===== src/rtl/tpin_pkg.sv =====
// Shared field positions, codes and types for the timer pin controller.
// Assumes a bus data width of at least 18 bits, so that every field fits.
package tpin_pkg;

    localparam int CFG_FUNC_LSB  = 0;
    localparam int CFG_LVL_BIT   = 4;
    localparam int CFG_DRV_BIT   = 5;
    localparam int CFG_IEN_BIT   = 8;
    localparam int CFG_EDGE_LSB  = 16;
    localparam int STS_LEVEL_BIT = 8;

    localparam int WORD_CFG    = 0;
    localparam int WORD_STATUS = 1;

    typedef enum logic [2:0] {
        FN_IDLE    = 3'd0,
        FN_CAPTURE = 3'd1,
        FN_COMPARE = 3'd2,
        FN_PWM     = 3'd3,
        FN_GPIO    = 3'd4
    } pin_fn_e;

    typedef enum logic [1:0] {
        EDG_NONE = 2'b00,
        EDG_RISE = 2'b01,
        EDG_FALL = 2'b10,
        EDG_ANY  = 2'b11
    } edge_sel_e;

    typedef struct packed {
        edge_sel_e edge_sel;
        logic      irq_en;
        logic      drv_en;
        logic      drv_lvl;
        pin_fn_e   fn;
    } cfg_t;

endpackage


===== src/rtl/tpin_sync.sv =====
// Multi-flop synchroniser for one asynchronous input.
// Assumes STAGES >= 2. The output is reset to 0.
module tpin_sync #(
    parameter int STAGES = 2
) (
    input  logic clk,
    input  logic rst_n,
    input  logic d_async,
    output logic q_sync
);
    logic [STAGES-1:0] chain_q;

    // Shift the raw input through the flop chain.
    always_ff @(posedge clk) begin
        if (!rst_n) chain_q <= '0;
        else        chain_q <= {chain_q[STAGES-2:0], d_async};
    end

    assign q_sync = chain_q[STAGES-1];
endmodule


===== src/rtl/tpin_edge.sv =====
// Edge detector on an already synchronised level.
// It produces a one-cycle pulse for the selected transition type while armed.
// The previous-level register is always updated, so arming never sees a stale edge.
module tpin_edge
    import tpin_pkg::*;
(
    input  logic      clk,
    input  logic      rst_n,
    input  logic      level,
    input  logic      armed,
    input  edge_sel_e edge_sel,
    output logic      evt
);
    logic prev_q;
    logic rise, fall;

    // Remember last cycle's level.
    always_ff @(posedge clk) begin
        if (!rst_n) prev_q <= 1'b0;
        else        prev_q <= level;
    end

    // Classify the transition and qualify it by the selection.
    always_comb begin
        rise = level & ~prev_q;
        fall = ~level & prev_q;
        evt  = armed & ((rise & edge_sel[0]) | (fall & edge_sel[1]));
    end
endmodule


===== src/rtl/tpin_drv.sv =====
// Pin driver decode. The pin is driven only in GPIO function with drive enabled.
// In every other case the pin is released and the driven level is forced to 0.
module tpin_drv
    import tpin_pkg::*;
(
    input  cfg_t cfg,
    output logic oe,
    output logic level_out
);
    // Decode the drive enable and the level.
    always_comb begin
        oe        = (cfg.fn == FN_GPIO) && cfg.drv_en;
        level_out = oe & cfg.drv_lvl;
    end
endmodule


===== src/rtl/tpin_regs.sv =====
// Register file: configuration word, status flags with write-one-to-clear,
// and the read mux over all words. A set request wins over a clear in the same cycle.
// Words other than configuration and status read as zero and ignore writes.
module tpin_regs
    import tpin_pkg::*;
#(
    parameter int DATA_W = 32,
    parameter int ADDR_W = 2,
    parameter int FLAG_W = 4
) (
    input  logic              clk,
    input  logic              rst_n,
    input  logic              wr,
    input  logic [ADDR_W-1:0] addr,
    input  logic [DATA_W-1:0] wdata,
    input  logic              cap_evt,
    input  logic              level,
    output cfg_t              cfg,
    output logic [FLAG_W-1:0] flags,
    output logic [DATA_W-1:0] rdata
);
    localparam int NUM_WORDS = 2 ** ADDR_W;

    logic              wr_cfg, wr_sts;
    logic [FLAG_W-1:0] set_vec, clr_vec;
    logic [DATA_W-1:0] cfg_word, sts_word;
    logic [DATA_W-1:0] bank [NUM_WORDS];

    assign wr_cfg = wr && (addr == ADDR_W'(WORD_CFG));
    assign wr_sts = wr && (addr == ADDR_W'(WORD_STATUS));

    // Configuration word: keep only the defined fields.
    always_ff @(posedge clk) begin
        if (!rst_n) begin
            cfg <= '0;
        end else if (wr_cfg) begin
            cfg.fn       <= pin_fn_e'(wdata[CFG_FUNC_LSB +: 3]);
            cfg.drv_lvl  <= wdata[CFG_LVL_BIT];
            cfg.drv_en   <= wdata[CFG_DRV_BIT];
            cfg.irq_en   <= wdata[CFG_IEN_BIT];
            cfg.edge_sel <= edge_sel_e'(wdata[CFG_EDGE_LSB +: 2]);
        end
    end

    // Build the set and clear vectors for the flags (capture feeds bit 0).
    always_comb begin
        set_vec    = '0;
        set_vec[0] = cap_evt;
        clr_vec    = wr_sts ? wdata[FLAG_W-1:0] : '0;
    end

    // Sticky flags: clear on write-one, then set wins.
    always_ff @(posedge clk) begin
        if (!rst_n) flags <= '0;
        else        flags <= (flags & ~clr_vec) | set_vec;
    end

    // Assemble the readable words.
    always_comb begin
        cfg_word                        = '0;
        cfg_word[CFG_FUNC_LSB +: 3]     = cfg.fn;
        cfg_word[CFG_LVL_BIT]           = cfg.drv_lvl;
        cfg_word[CFG_DRV_BIT]           = cfg.drv_en;
        cfg_word[CFG_IEN_BIT]           = cfg.irq_en;
        cfg_word[CFG_EDGE_LSB +: 2]     = cfg.edge_sel;
        sts_word                        = '0;
        sts_word[FLAG_W-1:0]            = flags;
        sts_word[STS_LEVEL_BIT]         = level;
    end

    // One bank entry per word index; unmapped words are zero.
    for (genvar i = 0; i < NUM_WORDS; i++) begin : g_bank
        if (i == WORD_CFG) begin : g_cfg
            assign bank[i] = cfg_word;
        end else if (i == WORD_STATUS) begin : g_sts
            assign bank[i] = sts_word;
        end else begin : g_zero
            assign bank[i] = '0;
        end
    end

    assign rdata = bank[addr];
endmodule


===== src/rtl/tpin_ctrl.sv =====
// Top level of the timer pin controller: synchroniser, edge detector,
// register file and pin driver. The pin input is asynchronous, the bus is
// synchronous to clk, and the reset is synchronous and active low.
module tpin_ctrl
    import tpin_pkg::*;
#(
    parameter int DATA_W      = 32,
    parameter int ADDR_W      = 2,
    parameter int FLAG_W      = 4,
    parameter int SYNC_STAGES = 2
) (
    input  logic              clk,
    input  logic              rst_n,
    input  logic              bus_wr,
    input  logic [ADDR_W-1:0] bus_addr,
    input  logic [DATA_W-1:0] bus_wdata,
    output logic [DATA_W-1:0] bus_rdata,
    input  logic              pin_in,
    output logic              pin_out,
    output logic              pin_oe,
    output logic              irq
);
    logic              pin_level;
    logic              cap_evt;
    cfg_t              cfg_q;
    logic [FLAG_W-1:0] flag_q;

    tpin_sync #(.STAGES(SYNC_STAGES)) u_sync (
        .clk(clk), .rst_n(rst_n), .d_async(pin_in), .q_sync(pin_level)
    );

    tpin_edge u_edge (
        .clk(clk), .rst_n(rst_n), .level(pin_level),
        .armed(cfg_q.fn == FN_CAPTURE), .edge_sel(cfg_q.edge_sel), .evt(cap_evt)
    );

    tpin_regs #(.DATA_W(DATA_W), .ADDR_W(ADDR_W), .FLAG_W(FLAG_W)) u_regs (
        .clk(clk), .rst_n(rst_n), .wr(bus_wr), .addr(bus_addr), .wdata(bus_wdata),
        .cap_evt(cap_evt), .level(pin_level), .cfg(cfg_q), .flags(flag_q),
        .rdata(bus_rdata)
    );

    tpin_drv u_drv (
        .cfg(cfg_q), .oe(pin_oe), .level_out(pin_out)
    );

    // Single interrupt line: any flag, gated by the enable.
    assign irq = (|flag_q) && cfg_q.irq_en;
endmodule


===== config.mk =====
export PLATFORM = sky130hd
export DESIGN_NAME = tpin_ctrl
export DESIGN_NICKNAME = d
export VERILOG_FILES = /design/src/rtl/tpin_pkg.sv /design/src/rtl/tpin_sync.sv /design/src/rtl/tpin_edge.sv /design/src/rtl/tpin_drv.sv /design/src/rtl/tpin_regs.sv /design/src/rtl/tpin_ctrl.sv
export SDC_FILE = /design/constraint.sdc
export NUM_CORES = 1
export LEC_CHECK = 0
export CORE_UTILIZATION = 30
export CTS_BUF_LIST = sky130_fd_sc_hd__clkbuf_4 sky130_fd_sc_hd__clkbuf_8
export DETAILED_ROUTE_END_ITERATION = 12
export GPL_ROUTABILITY_DRIVEN = 0
export PLACE_DENSITY = 0.85
export SYNTH_ARGS = -nofsm -noshare
export SYNTH_HDL_FRONTEND = slang
export SYNTH_SLANG_ARGS = --single-unit

===== constraint.sdc =====
create_clock -name clk -period 1.8 [get_ports clk]
set_input_delay 0.36 -clock clk [delete_from_list [all_inputs] [get_ports clk]]
set_output_delay 0.36 -clock clk [all_outputs]
set_load 0.1 [all_outputs]

==> reports/metrics.cfg, run 1 <==
[run_status]
run_status=finished clean

[pwr]
p_leak_nw=0.531
irDropWorstVdd_v=0.000311
clockPowerShare_pct=23.0
power_frac_seq_pct=40.0
p_int_uw=504
p_sw_uw=366
switching_share_pct=42.1
cellPowerDensity_nw_per_um2=681
pwr-share-comb_pct=37.0

[die]
rows=19
core_sq_um=2730
dieHeight_um=55.5
dieWidth_um=55.5
die_area_sq_um=3080
start_util_pct=31.4
ios=73

[timing]
hold_viol=0
post-route-period-util_pct=97.9
whs_ns=0.447
worst_slack_ns=0.0381
rsz0062_at_grt=false
fmax_ghz=0.568
finalSetupViolCount=0
slew_viol_final=0
min_period_ns=1.76
skew_ns=0.00724

[worst_setup_path]
timing.rr.end=u_regs.flags[0]$_SDFF_PN0_
crit_path_max_incr_delay_ns=0.48
path_buf_inv=3
worstSetupPathType=primary input to output port
ff2ff_setup_slack_ns=0.89
crit_family=buffers and inverters
crit_fanout=4
reg2reg_from=u_sync.chain_q[1]$_SDFF_PN0_
start_kind=primary input
crit_chain=clkdlybuf4s50_1 > buf_4 > nor2_2 > buf_12
cp.arrival_ns=1.40
cp_slowest_cell=clkdlybuf4s50_1
end_kind=output port
ff2ff_path_depth=3
crit_required_ns=1.44

[placed_design]
placed_cell_area_sq_um=1230
portBuffers=26
place_ws_ns=-0.0533
hpwl_um=1390

[route]
drtIter0Drc=3
wl_per_cell_um=10.5
vias=666
vias_per_cell=4.22
drc_errors=0
firstDrtPassIters=4
drt_wl_total_um=1660
antenna_left=0

[min_path]
hold_class=flop to flop
hold_start=u_sync.chain_q[0]$_SDFF_PN0_
holdPathEnd=u_sync.chain_q[1]$_SDFF_PN0_
hold_path_depth=1

[final_layout]
drive_gt1_share_pct=26.8
fin_nets=166
fin_area_sq_um=1280
antenna_cells=0
area_delta_synth_final_pct=48.5

[global_routing]
track_usage_pct=11.4
first_global_vias=656
grt-ovfl-total=0
antenna_found_initial=0
grt_first_pass_wirelength_um=2770
grt_max_degree=14

[yosys]
ys_warn_count=0
synth_top_cell_by_area=dfxtp_1
yosysSeqAreaShare_pct=34.9
syn_area_per_cell_sq_um=9.14
synthDistinctLibCells=18
netlist_instances=94
synthesis.area_sq_um=860
yosysTopAreaCellShare_pct=34.9
synth_area_leaders=dfxtp_1, buf_4, mux2i_1
ys_ff_latch=15

[cts]
cts_sinks=15
clk_pin_slew_ns=0.09
clk_path_buf_depth=2
cts_buffers=3
cts-root-buf=clkbuf_4
cts_tree=built
clock_latency_ns=0.27
htree_levels=1

[run]
cap_violations=0

[cells in the final DEF, fill, tap and decap left out, types with 2 or more instances in the layout]
| cell | netlist | layout |
|---|---|---|
| clkbuf_4 | 0 | 4 |
| conb_1 | 1 | 23 |
| buf_4 | 23 | 6 |
| a21oi_1 | 4 | 4 |
| nor2b_1 | 8 | 8 |
| dfxtp_1 | 15 | 15 |
| and3b_2 | 2 | 2 |
| nand2_1 | 6 | 6 |
| and2_1 | 8 | 7 |
| mux2i_1 | 12 | 11 |
| clkdlybuf4s50_1 | 0 | 13 |
| buf_12 | 0 | 12 |
| nor2_2 | 0 | 5 |
[flip-flops by register name, summed over array words and instances (netlist names)]
signal / count
u_regs.cfg: 8
u_edge.prev_q: 1
u_sync.chain_q: 2
u_regs.flags: 4
[through the flow]
step	utilization, %	setup TNS, ns	power, mW	std cells
global placement	45.0	-0.0942	0.670	153
detailed placement	45.0	-0.226	0.673	153
global route	46.7	0	0.906	158
CTS	46.7	0	0.876	158
finish	46.7	0	0.870	158
floorplan	-	-0.366	0.653	116
[power by group through the flow]
stage | Combinational [mW] | Clock, mW | Sequential (mW)
after detailed placement | 0.318 | 0 | 0.355
final | 0.322 | 0.200 | 0.347
after global placement | 0.316 | 0 | 0.355
after global routing | 0.331 | 0.226 | 0.349
after CTS | 0.322 | 0.207 | 0.348
after floorplan | 0.300 | 0 | 0.353
[how the worst max path moves through the flow]
stage,startpoint,endpoint,slack (ns),depth (start not counted)
after detailed placement,bus_addr[0],bus_rdata[0],-0.05,5
after global placement,bus_addr[0],bus_rdata[0],-0.03,5
after floorplan,u_regs.cfg[2]$_SDFFE_PN0P_,pin_out,-0.37,3
final,bus_addr[1],bus_rdata[2],0.04,4
after global routing,bus_addr[1],bus_rdata[17],0.007,4
after CTS,bus_addr[1],bus_rdata[16],0.03,4
[cell families after synthesis]
family / count (synthesis) / synth area share, %
and+or+nand+nor: 33 / 22.1
AOI/OAI and AO/OA: 7 / 5.39
muxes: 12 / 14.0
other: 1 / 0.436
buffers and inverters: 26 / 23.1
DFF: 15 / 34.9
[final cells by class]
cell class                      count  area [sq um]
Fill cell                         250          1460
Multi-Input combinational cell     75           472
Timing Repair Buffer               33           435
Sequential cell                    15           300
Tap cell                           31          38.8
Clock buffer                        4          30.0
[synth_stat cells]
library cell	count
buf_4	23
dfxtp_1	15
mux2i_1	12
and2_1	8
nor2b_1	8
nand2_1	6
nor2_1	6
a21oi_1	4
and3b_2	2
buf_6	2
a41o_1	1
clkbuf_1	1
conb_1	1
nand3b_1	1
nor3_1	1
nor3b_2	1
o21ai_0	1
o41a_1	1
[layer usage]
metal	track usage, %	part of all wire [%]	up-vias
met5	0	0	-
met4	4.64	1.2	0
met3	2.81	5.7	2
met2	20.8	53	28
met1	12.4	40	306
li1	-	-	330
[what timing repair did]
action | in CTS | in global routing
setup buffers | 1 | 0
hold buffers | 0 | 0
setup endpoints to repair | 8 | 0
resized for setup | 4 | 0
(Power assumes the default switching activity.)
==> inputs of run 2 (changes only) <==
CTS_CLUSTER_SIZE = 40   (was unset)
SLEW_MARGIN = 15   (was unset)
==> results of run 2 <==
Final layout, timing and power as in run 1 (identical DEF).
==> inputs of run 3 (changes only) <==
RECOVER_POWER = 100   (was unset)
TNS_END_PERCENT = 1   (was unset)
==> reports/metrics.cfg, run 3 (synthesis gave the netlist of run 1 again) <==
[cts]
clk_path_buf_depth=2
cts_setup_buffers=0
cts_buffers=3
hold_buffers=0
clk_pin_slew_ns=0.09
cts_sinks=15
htree_levels=1
clock_latency_ns=0.28
cts-root-buf=clkbuf_4
cts_tree=built

[placed_design]
place_inst=153
place_ws_ns=-0.203
hpwl_um=1340
portBuffers=26

[global_routing]
track_usage_pct=10.6
first_global_vias=598
grt-ovfl-total=0
antenna_found_initial=0
grt_first_pass_wirelength_um=2560
grt_max_degree=10

[die]
rows=19
dieHeight_um=55.5
dieWidth_um=55.5
ios=73
core_sq_um=2730
die_area_sq_um=3080
start_util_pct=31.4

[final_layout]
largest-register=u_regs.cfg
final_cells=157
fin_nets=165
antenna_cells=0
final_cell_mix=conb_1, dfxtp_1, mux2i_1, clkdlybuf4s50_1, nor2b_1
drive_gt1_share_pct=23.0
area_delta_synth_final_pct=35.5
final_common_cell=conb_1
nFillCells=272
reg.largest.list=u_regs.cfg: 8 flops, u_regs.flags: 4 flops, u_sync.chain_q: 2 flops
largest_reg_flops=8

[pwr]
irDropWorstVdd_v=0.000344
cellPowerDensity_nw_per_um2=740
p_leak_nw=0.498

[route]
drc_errors=0
wl_met1_um=722
wl_met3_um=88
met2_length_um=841
wl_per_cell_um=10.5
highest_layer=met3
vias_per_cell=4.18
firstDrtPassIters=4
vias=656
drt_wl_total_um=1650
antenna_left=0
drtIter0Drc=7

[timing]
skew_ns=0.00218
fmax_ghz=0.574
hold_viol=0
worst_slack_ns=0.0566
rsz0062_at_grt=true
slew_viol_final=0
min_period_ns=1.74
post-route-period-util_pct=96.9
finalSetupViolCount=0

[worst_setup_path]
cp.arrival_ns=1.38
crit_required_ns=1.44
end_kind=output port
worstSetupPathType=primary input to output port
crit_fanout=5
ff2ff_setup_slack_ns=0.84
start_kind=primary input

[min_path]
hold_class=flop to flop

[run_status]
run_status=finished clean

[run]
cap_violations=0

==> run 3: repair_timing <==
item	in CTS	in global routing
endpoints found under the setup margin	9	4
resized for setup	2	3
hold endpoints to repair	0	0
==> run 3: cell type report <==
class	count	area, sq um	share of cell area (%)
well taps	31	38.8	3.33
clock buffers	4	30.0	2.58
multi-input cells	75	463	39.7
flip-flops and latches	15	300	25.8
repair buffers	32	333	28.6
==> run 3: per-stage QoR <==
step	power [mW]	util (%)	setup TNS, ns	area [sq um]	hold slack, ns
6_report	0.862	42.6	0	1160	0.442
5_1_grt	0.890	42.6	-0.00519	1160	0.468
4_1_cts	0.873	45.9	0	1250	0.446
3_5_place_dp	0.672	44.7	-2.23	1220	0.426
3_3_place_gp	0.669	44.7	-1.51	1220	0.414
2_1_floorplan	0.652	-	-1.58	957	0.412
==> run 3: path summary, 6_finish.rpt <==
path,start,to,depth (start not counted)
worst max-delay path,bus_addr[1],bus_rdata[0],4
worst min-delay path,u_sync.chain_q[0]$_SDFF_PN0_,u_sync.chain_q[1]$_SDFF_PN0_,1
worst max register to register,u_sync.chain_q[1]$_SDFF_PN0_,u_regs.flags[0]$_SDFF_PN0_,3
worst min register to register,u_sync.chain_q[0]$_SDFF_PN0_,u_sync.chain_q[1]$_SDFF_PN0_,1
==> run 3: power by group <==
group / internal [mW] / switching (mW) / leakage, nW
clock network: 0.101 / 0.103 / 0.0184
registers: 0.340 / 0.00684 / 0.122
logic: 0.0538 / 0.257 / 0.357
total: 0.495 / 0.367 / 0.498
==> run 3: worst max-delay path: stages <==
cell,delay (ns)
clkdlybuf4s50_1,0.46
buf_4,0.19
nor2_2,0.13
buf_6,0.24
==> run 3: metal layers <==
metal  track usage (%)  vias to the layer above
met3              3.51                        0
met2              18.8                       26
li1                  -                      329
met1              11.5                      301
met5                 0                        -
met4              4.29                        0
